<file path="config.mk">
export PLATFORM = sky130hd
export DESIGN_NAME = iram_core
export DESIGN_NICKNAME = d
export VERILOG_FILES = /design/src/rtl/iram_pkg.sv /design/src/rtl/iram_array.sv /design/src/rtl/iram_decode.sv /design/src/rtl/iram_bit_unit.sv /design/src/rtl/iram_core.sv
export SDC_FILE = /design/constraint.sdc
export NUM_CORES = 2
export LEC_CHECK = 0
export BUFFER_PORTS_ARGS = -buffer_cell sky130_fd_sc_hd__buf_4
export CAP_MARGIN = 30
export CORE_AREA = 4 4 520 522
export DETAILED_ROUTE_END_ITERATION = 16
export DIE_AREA = 0 0 524 526
export GPL_ROUTABILITY_DRIVEN = 1
export SLEW_MARGIN = 30
export SYNTH_ARGS = -nofsm -noshare
export SYNTH_HDL_FRONTEND = slang
export SYNTH_SLANG_ARGS = --single-unit
</file>
<file path="constraint.sdc">
create_clock -name clk -period 16.25 [get_ports clk]
set_clock_uncertainty 0.05 [all_clocks]
set_input_delay 0.8125 -clock clk [delete_from_list [all_inputs] [get_ports clk]]
set_output_delay 0.8125 -clock clk [all_outputs]
set_load 0.02 [all_outputs]
</file>
<file path="src/rtl/iram_pkg.sv">
package iram_pkg;
  localparam int DW         = 8;
  localparam int AW         = 8;
  localparam int NUM_BANKS  = 4;
  localparam int BANK_REGS  = 8;
  localparam int BANK_SEL_W = $clog2(NUM_BANKS);
  localparam int REG_SEL_W  = $clog2(BANK_REGS);
  localparam int BIT_IDX_W  = $clog2(DW);
  localparam int DEPTH      = 1 << AW;
  localparam int CMD_W      = 4;
  localparam int PAD_W      = AW - BANK_SEL_W - REG_SEL_W;

  localparam logic [AW-1:0] BIT_RAM_BASE = AW'(8'h20);
  localparam logic [AW-1:0] SFR_BASE     = AW'(8'h80);

  typedef enum logic [CMD_W-1:0] {
    CMD_NOP  = 4'd0,
    CMD_DRD  = 4'd1,
    CMD_DWR  = 4'd2,
    CMD_RRD  = 4'd3,
    CMD_RWR  = 4'd4,
    CMD_IRD  = 4'd5,
    CMD_IWR  = 4'd6,
    CMD_BRD  = 4'd7,
    CMD_BSET = 4'd8,
    CMD_BCLR = 4'd9
  } cmd_e;

  typedef struct packed {
    logic                 to_sfr;
    logic [AW-1:0]        byte_addr;
    logic [BIT_IDX_W-1:0] bit_idx;
    logic                 is_bit;
    logic                 rd;
    logic                 wr;
    logic                 bit_val;
  } target_t;

  // Byte that holds working register n of bank rs.
  function automatic logic [AW-1:0] bank_reg_addr(
    input logic [BANK_SEL_W-1:0] rs,
    input logic [REG_SEL_W-1:0]  n);
    return {{PAD_W{1'b0}}, rs, n};
  endfunction

  // Byte that holds bit address b.
  function automatic logic [AW-1:0] bit_byte_addr(input logic [AW-1:0] b);
    if (b >= SFR_BASE)
      return b & ~AW'(DW - 1);
    else
      return BIT_RAM_BASE + (b >> BIT_IDX_W);
  endfunction

  function automatic logic [DW-1:0] merge_bit(
    input logic [DW-1:0]        old,
    input logic [BIT_IDX_W-1:0] idx,
    input logic                 val);
    logic [DW-1:0] r;
    r      = old;
    r[idx] = val;
    return r;
  endfunction

  function automatic logic is_read_cmd(input cmd_e c);
    return (c == CMD_DRD) || (c == CMD_RRD) || (c == CMD_IRD) || (c == CMD_BRD);
  endfunction

  function automatic logic is_bit_cmd(input cmd_e c);
    return (c == CMD_BRD) || (c == CMD_BSET) || (c == CMD_BCLR);
  endfunction
endpackage

</file>
<file path="src/rtl/iram_array.sv">
module iram_array
  import iram_pkg::*;
#(
  parameter int P_DW    = DW,
  parameter int P_AW    = AW,
  parameter int P_DEPTH = DEPTH
) (
  input  logic            clk,
  input  logic            we,
  input  logic [P_AW-1:0] waddr,
  input  logic [P_DW-1:0] wdata,
  input  logic [P_AW-1:0] ptr_raddr,
  output logic [P_DW-1:0] ptr_rdata,
  input  logic [P_AW-1:0] tgt_raddr,
  output logic [P_DW-1:0] tgt_rdata
);
  // Storage has no reset so that contents survive a reset of the core.
  logic [P_DW-1:0] mem [P_DEPTH];

  always_ff @(posedge clk) begin
    if (we) mem[waddr] <= wdata;
  end

  assign ptr_rdata = mem[ptr_raddr];
  assign tgt_rdata = mem[tgt_raddr];
endmodule

</file>
<file path="src/rtl/iram_decode.sv">
module iram_decode
  import iram_pkg::*;
(
  input  cmd_e                  cmd,
  input  logic [AW-1:0]         addr,
  input  logic [BANK_SEL_W-1:0] bank_sel,
  input  logic [DW-1:0]         ptr_val,
  output logic [AW-1:0]         ptr_addr,
  output target_t               tgt
);
  always_comb begin
    tgt      = '0;
    ptr_addr = bank_reg_addr(bank_sel, REG_SEL_W'(addr[0]));
    unique case (cmd)
      CMD_DRD, CMD_DWR: begin
        tgt.to_sfr    = (addr >= SFR_BASE);
        tgt.byte_addr = addr;
        tgt.rd        = (cmd == CMD_DRD);
        tgt.wr        = (cmd == CMD_DWR);
      end
      CMD_RRD, CMD_RWR: begin
        tgt.byte_addr = bank_reg_addr(bank_sel, addr[REG_SEL_W-1:0]);
        tgt.rd        = (cmd == CMD_RRD);
        tgt.wr        = (cmd == CMD_RWR);
      end
      CMD_IRD, CMD_IWR: begin
        tgt.byte_addr = AW'(ptr_val);
        tgt.rd        = (cmd == CMD_IRD);
        tgt.wr        = (cmd == CMD_IWR);
      end
      CMD_BRD, CMD_BSET, CMD_BCLR: begin
        tgt.to_sfr    = (addr >= SFR_BASE);
        tgt.byte_addr = bit_byte_addr(addr);
        tgt.bit_idx   = addr[BIT_IDX_W-1:0];
        tgt.is_bit    = 1'b1;
        tgt.rd        = (cmd == CMD_BRD);
        tgt.wr        = (cmd != CMD_BRD);
        tgt.bit_val   = (cmd == CMD_BSET);
      end
      default: ;
    endcase
  end

  // a bit address in the high window always lands on an eight-aligned register.
  always_comb begin
    if (tgt.is_bit && tgt.to_sfr)
      p_sfr_bit_aligned_r7: assert (tgt.byte_addr[BIT_IDX_W-1:0] == '0);
  end
endmodule

</file>
<file path="src/rtl/iram_bit_unit.sv">
module iram_bit_unit
  import iram_pkg::*;
(
  input  logic                 active,
  input  logic [DW-1:0]        old_byte,
  input  logic [BIT_IDX_W-1:0] idx,
  input  logic                 val,
  output logic [DW-1:0]        new_byte,
  output logic                 bit_out
);
  logic [DW-1:0] diff;

  assign new_byte = merge_bit(old_byte, idx, val);
  assign bit_out  = old_byte[idx];
  assign diff     = new_byte ^ old_byte;

  // the merge touches no bit except the addressed one.
  always_comb begin
    if (active)
      p_single_bit_r8: assert ($countones(diff & ~(DW'(1) << idx)) == 0);
  end
endmodule

</file>
<file path="src/rtl/iram_core.sv">
module iram_core
  import iram_pkg::*;
(
  input  logic                  clk,
  input  logic                  rst_n,
  input  logic [CMD_W-1:0]      cmd,
  input  logic [AW-1:0]         addr,
  input  logic [BANK_SEL_W-1:0] bank_sel,
  input  logic [DW-1:0]         wdata,
  output logic [DW-1:0]         rdata,
  output logic                  rbit,
  output logic                  rvalid,
  output logic [AW-1:0]         sfr_addr,
  output logic                  sfr_re,
  output logic                  sfr_we,
  output logic [DW-1:0]         sfr_wdata,
  input  logic [DW-1:0]         sfr_rdata
);
  cmd_e          cmd_q;
  target_t       tgt;
  logic [AW-1:0] ptr_addr;
  logic [DW-1:0] ptr_val;
  logic [DW-1:0] ram_q;
  logic [DW-1:0] old_byte;
  logic [DW-1:0] merged;
  logic [DW-1:0] wr_byte;
  logic          bit_out;
  logic          ram_we;

  assign cmd_q = cmd_e'(cmd);

  iram_decode u_dec (
    .cmd      (cmd_q),
    .addr     (addr),
    .bank_sel (bank_sel),
    .ptr_val  (ptr_val),
    .ptr_addr (ptr_addr),
    .tgt      (tgt)
  );

  iram_array u_mem (
    .clk       (clk),
    .we        (ram_we),
    .waddr     (tgt.byte_addr),
    .wdata     (wr_byte),
    .ptr_raddr (ptr_addr),
    .ptr_rdata (ptr_val),
    .tgt_raddr (tgt.byte_addr),
    .tgt_rdata (ram_q)
  );

  assign old_byte = tgt.to_sfr ? sfr_rdata : ram_q;

  iram_bit_unit u_bit (
    .active   (tgt.is_bit && tgt.wr),
    .old_byte (old_byte),
    .idx      (tgt.bit_idx),
    .val      (tgt.bit_val),
    .new_byte (merged),
    .bit_out  (bit_out)
  );

  assign wr_byte   = tgt.is_bit ? merged : wdata;
  assign ram_we    = tgt.wr && !tgt.to_sfr;
  assign sfr_we    = tgt.wr && tgt.to_sfr;
  assign sfr_re    = tgt.to_sfr && (tgt.rd || tgt.is_bit);
  assign sfr_addr  = tgt.to_sfr ? tgt.byte_addr : '0;
  assign sfr_wdata = tgt.to_sfr ? wr_byte : '0;

  always_ff @(posedge clk or negedge rst_n) begin
    if (!rst_n) begin
      rvalid <= 1'b0;
      rdata  <= '0;
      rbit   <= 1'b0;
    end else begin
      rvalid <= tgt.rd;
      if (tgt.rd) begin
        rdata <= old_byte;
        rbit  <= bit_out;
      end
    end
  end

  // the port strobes only ever name the high window.
  p_sfr_high_r3: assert property (@(posedge clk) disable iff (!rst_n)
    (sfr_we || sfr_re) |-> (sfr_addr >= SFR_BASE));

  // a write goes to RAM or to the port, never to both.
  p_one_sink_r3: assert property (@(posedge clk) disable iff (!rst_n)
    $onehot0({ram_we, sfr_we}));

  // a register write stays inside the selected bank.
  p_reg_bank_r4: assert property (@(posedge clk) disable iff (!rst_n)
    (ram_we && cmd_q == CMD_RWR) |->
      (tgt.byte_addr[AW-1:REG_SEL_W] == {{PAD_W{1'b0}}, bank_sel}));

  // pointer accesses never reach the port.
  p_ptr_ram_only_r5: assert property (@(posedge clk) disable iff (!rst_n)
    (cmd_q == CMD_IRD || cmd_q == CMD_IWR) |-> !(sfr_re || sfr_we));

  // a low bit address updates only the 16-byte bit region.
  p_bit_region_r6: assert property (@(posedge clk) disable iff (!rst_n)
    (ram_we && is_bit_cmd(cmd_q)) |->
      (tgt.byte_addr >= BIT_RAM_BASE && tgt.byte_addr < BIT_RAM_BASE + AW'(16)));

  // a read command is answered in the next cycle.
  p_read_answer_r2: assert property (@(posedge clk) disable iff (!rst_n)
    is_read_cmd(cmd_q) |=> rvalid);

  // other commands leave rvalid low next cycle.
  p_no_answer_r9: assert property (@(posedge clk) disable iff (!rst_n)
    !is_read_cmd(cmd_q) |=> !rvalid);
endmodule

</file>
==> impl_metrics.tcl <==
set metrics [dict create \
    clock-sinks 2058 \
    maxCapViolations 0 \
    clkTransAtPathRegs_ps 70 \
    start_kind "primary input" \
    synth_ff_type "edfxtp_1" \
    cts_buffers 203 \
    synth_cells 4681 \
    cp_max_fo 53 \
    drcViolationCount 0 \
    worst-path-stages 20 \
    endpoint_kind "primary output" \
    core_area_um2 265100 \
    drt-total-wl_mm 255.9 \
    critPathMostFrequentCell "buf_4" \
    vias 47539 \
    fin_nets 4791 \
    clkLatencyLatePin_ps 860 \
    drtPass1Iterations 6 \
    clock.fmax_mhz 104.5 \
    ys_warn_count 0 \
    grt_pass1_vias 45875 \
    setup_violations 0 \
    yosysSeqAreaShare 0.7538 \
    rsz0062_at_grt "false" \
    ys_seq_elements 2058 \
    setup.worst_path.end "sfr_wdata[4]" \
    port_buffers 59 \
    postCtsSetupBuffers 0 \
    cp_slowest_stage_delay_ps 760 \
    min_path_type "in2async" \
    crit_family "simple AND/OR/NAND/NOR gates" \
    mostFrequentLayoutCells "edfxtp_1 (2,048), nand2_1 (434), mux4_2 (307)" \
    ant_nets 0 \
    grt_overflow 0 \
    cts_tree "built" \
    r2r-end "u_mem.mem[153][7]$_DFFE_PP_" \
    startpoint "cmd[1]" \
    critical_path_arrival_ps 8710 \
    reg2regPathDepth 18 \
    via_per_inst 5.614 \
    antenna_found_initial 10 \
    synth_edf_count 2048 \
    cp_num_buf_inv 7 \
    reg2reg_slack_ps 7330 \
    cts-root-buf "clkbuf_16" \
    final_common_cell "edfxtp_1" \
    place_inst 8081 \
    power.total_mw 11.62 \
    die_y_um 526 \
    io_pins 60 \
    fp-row-count 189 \
    slew_viol_final 0 \
    clock_path_buffers 3 \
    fin_crit_sh 0.5889 \
    p_leak_nw 28.58 \
    cp_cell_sequence "buf_4 -> xnor2_1 -> nor2_1 -> nand3_4 -> nand2_4 -> buf_4 -> buf_4 -> mux4_2 -> nand3_1 -> nand4_1 -> or4_1 -> or4b_1 -> o22ai_2 -> mux2_1 -> a21oi_4 -> buf_8 -> buf_16 -> buf_8 -> and2_1 -> buf_4" \
    layout-drive-gt1-share 0.1899 \
    grt_max_degree 257 \
    worst_pin_slew_ps 1070 \
    r2r_start "u_mem.mem[25][1]$_DFFE_PP_" \
    fill_cells 24575 \
    hold_viol_final 0 \
    status "finished clean" \
    initial_core_util 0.3090 \
    fin_tns_setup_ps 0 \
    drt_iter0_drc 7080 \
    syn_nets 4713 \
    hpwl_mm 157.8 \
    die-width_um 524 \
    powerDensity_nw_per_um2 124.6 \
    crit_slowest_cell "nand2_4" \
    crit_required_ps 15390 \
    grt_use_total 0.1807 \
    crit_type "in2out" \
    stdcell_count 8468 \
    cts_htree_levels 4 \
    grt_first_pass_wirelength_mm 359.5 \
    relSlewSlack 0.2788 \
    wl_per_cell_um 30.22 \
    place_congestion 0.9161 \
    finalCriticalPeriod_ps 9570 \
    areaGrowthSynthToFinish_pct 13.88 \
    synthArstFlopShare 0.004859 \
    synthDistinctLibCells 82 \
    synthesis.area_um2 81920 \
    synth_area_per_cell_um2 17.50 \
    ir_drop_mv 0.1208 \
    dieArea_um2 275600 \
]
-- metrics by stage --
stage / cell area, µm² / worst slack [ps] / hold slack (ps) / util
after floorplan: 81920 / 3562 / 466.9 / -
after global placement: 86640 / 6683 / 416.7 / 0.3268
after detailed placement: 86920 / 6675 / 426.3 / 0.3279
after CTS: 93060 / 6871 / 258.1 / 0.3511
after global routing: 93270 / 6455 / 302.3 / 0.3518
final: 93290 / 6680 / 297.4 / 0.3519
-- registers in the layout (all words and copies together), names as in the netlist --
signal	flops
u_mem.mem	2048
rdata	8
rbit	1
rvalid	1
-- what timing repair did --
item                                   CTS  global route
hold buffers                             1             0
resized for setup                        0             0
endpoints found under the hold margin   10             0
-- where the power goes --
group	switching (mW)	leakage, nW	total [mW]	internal [mW]
clock	2.01	3.01	4.43	2.42
combinational	0.873	7.07	1.21	0.335
sequential	0.00966	18.5	5.98	5.97
-- synthesized netlist by cell type (11+ instances only) --
master,number,area [µm²]
a21oi_1,101,505.5
o21ai_0,57,285.3
a311oi_1,78,683.2
nand4_1,19,118.9
buf_1,19,71.32
mux2i_1,71,710.7
buf_4,37,277.8
a31oi_1,54,337.8
o22ai_1,11,68.82
a311o_1,17,170.2
nand2_1,439,1648
or3_1,15,93.84
mux4_2,307,6914
and3_1,154,963.4
nor2_1,311,1167
a2111oi_0,12,105.1
a32oi_1,33,289.0
a211oi_1,150,1126
a22o_1,17,148.9
a221oi_1,11,96.34
nand3_1,97,485.5
nor3_1,16,80.08
and2_1,12,75.07
buf_2,124,620.6
edfxtp_1,2048,61500
clkbuf_1,157,589.3
a22oi_1,146,1096
nor4_1,18,112.6
-- how the worst min path moves through the flow --
stage                          from              endpoint  cells after the start
6_report                      rst_n  rdata[2]$_DFFE_PN0P_                      2
5_1_grt                       rst_n  rdata[2]$_DFFE_PN0P_                      2
4_1_cts                       rst_n      rvalid$_DFF_PN0_                      2
3_5_place_dp   rdata[0]$_DFFE_PN0P_  rdata[0]$_DFFE_PN0P_                      2
3_3_place_gp   rdata[0]$_DFFE_PN0P_  rdata[0]$_DFFE_PN0P_                      2
2_1_floorplan                 rst_n      rbit$_DFFE_PN0P_                      0
-- layer usage --
layer / part of all wire / vias to the layer above / global-route usage / wire length (µm)
met2: 0.45 / 2901 / 0.2725 / 116200
met1: 0.38 / 24905 / 0.2407 / 97590
met4: 0.050 / 2 / 0.08182 / 12780
met3: 0.11 / 539 / 0.05302 / 29270
met5: 0.000039 / - / 0 / 10
li1: - / 19192 / - / -
-- cell type report --
cell class | instances | area, µm² | share of cell area
sequential | 2058 | 61750 | 0.6619
multi-input combinational | 2268 | 18950 | 0.2032
clock buffer | 249 | 5253 | 0.05630
tap | 3533 | 4420 | 0.04738
timing repair buffer | 221 | 1974 | 0.02116
clock inverter | 116 | 874.6 | 0.009375
antenna | 16 | 40.04 | 0.0004292
inverter | 7 | 26.28 | 0.0002816
-- worst register-to-register path, stage by stage (launching register included) --
cell	delay, ps
edfxtp_1	370
mux2i_1	90
a22oi_1	360
nand3_4	570
nand2_4	780
buf_4	830
buf_4	610
mux4_2	380
a22oi_1	100
a21oi_1	530
o21ai_0	180
a21oi_1	450
o32ai_1	210
buf_4	190
mux2_2	290
a21oi_4	400
buf_4	610
buf_4	730
buf_4	790
-- logic make-up (layout without fill, tap and decap cells) --
| logic type | Yosys count | after routing | synth area share |
|---|---|---|---|
| muxes | 392 | 392 | 0.09555 |
| AOI/OAI and AO/OA | 760 | 760 | 0.06835 |
| DFF | 2058 | 2058 | 0.7538 |
| and+or+nand+nor | 1114 | 1114 | 0.06117 |
| other | 0 | 16 | 0 |
| xor gates and xnor gates | 2 | 2 | 0.0002139 |
| buffers and inverters | 355 | 593 | 0.02093 |
Note: power is estimated with default switching activity, not from simulation.
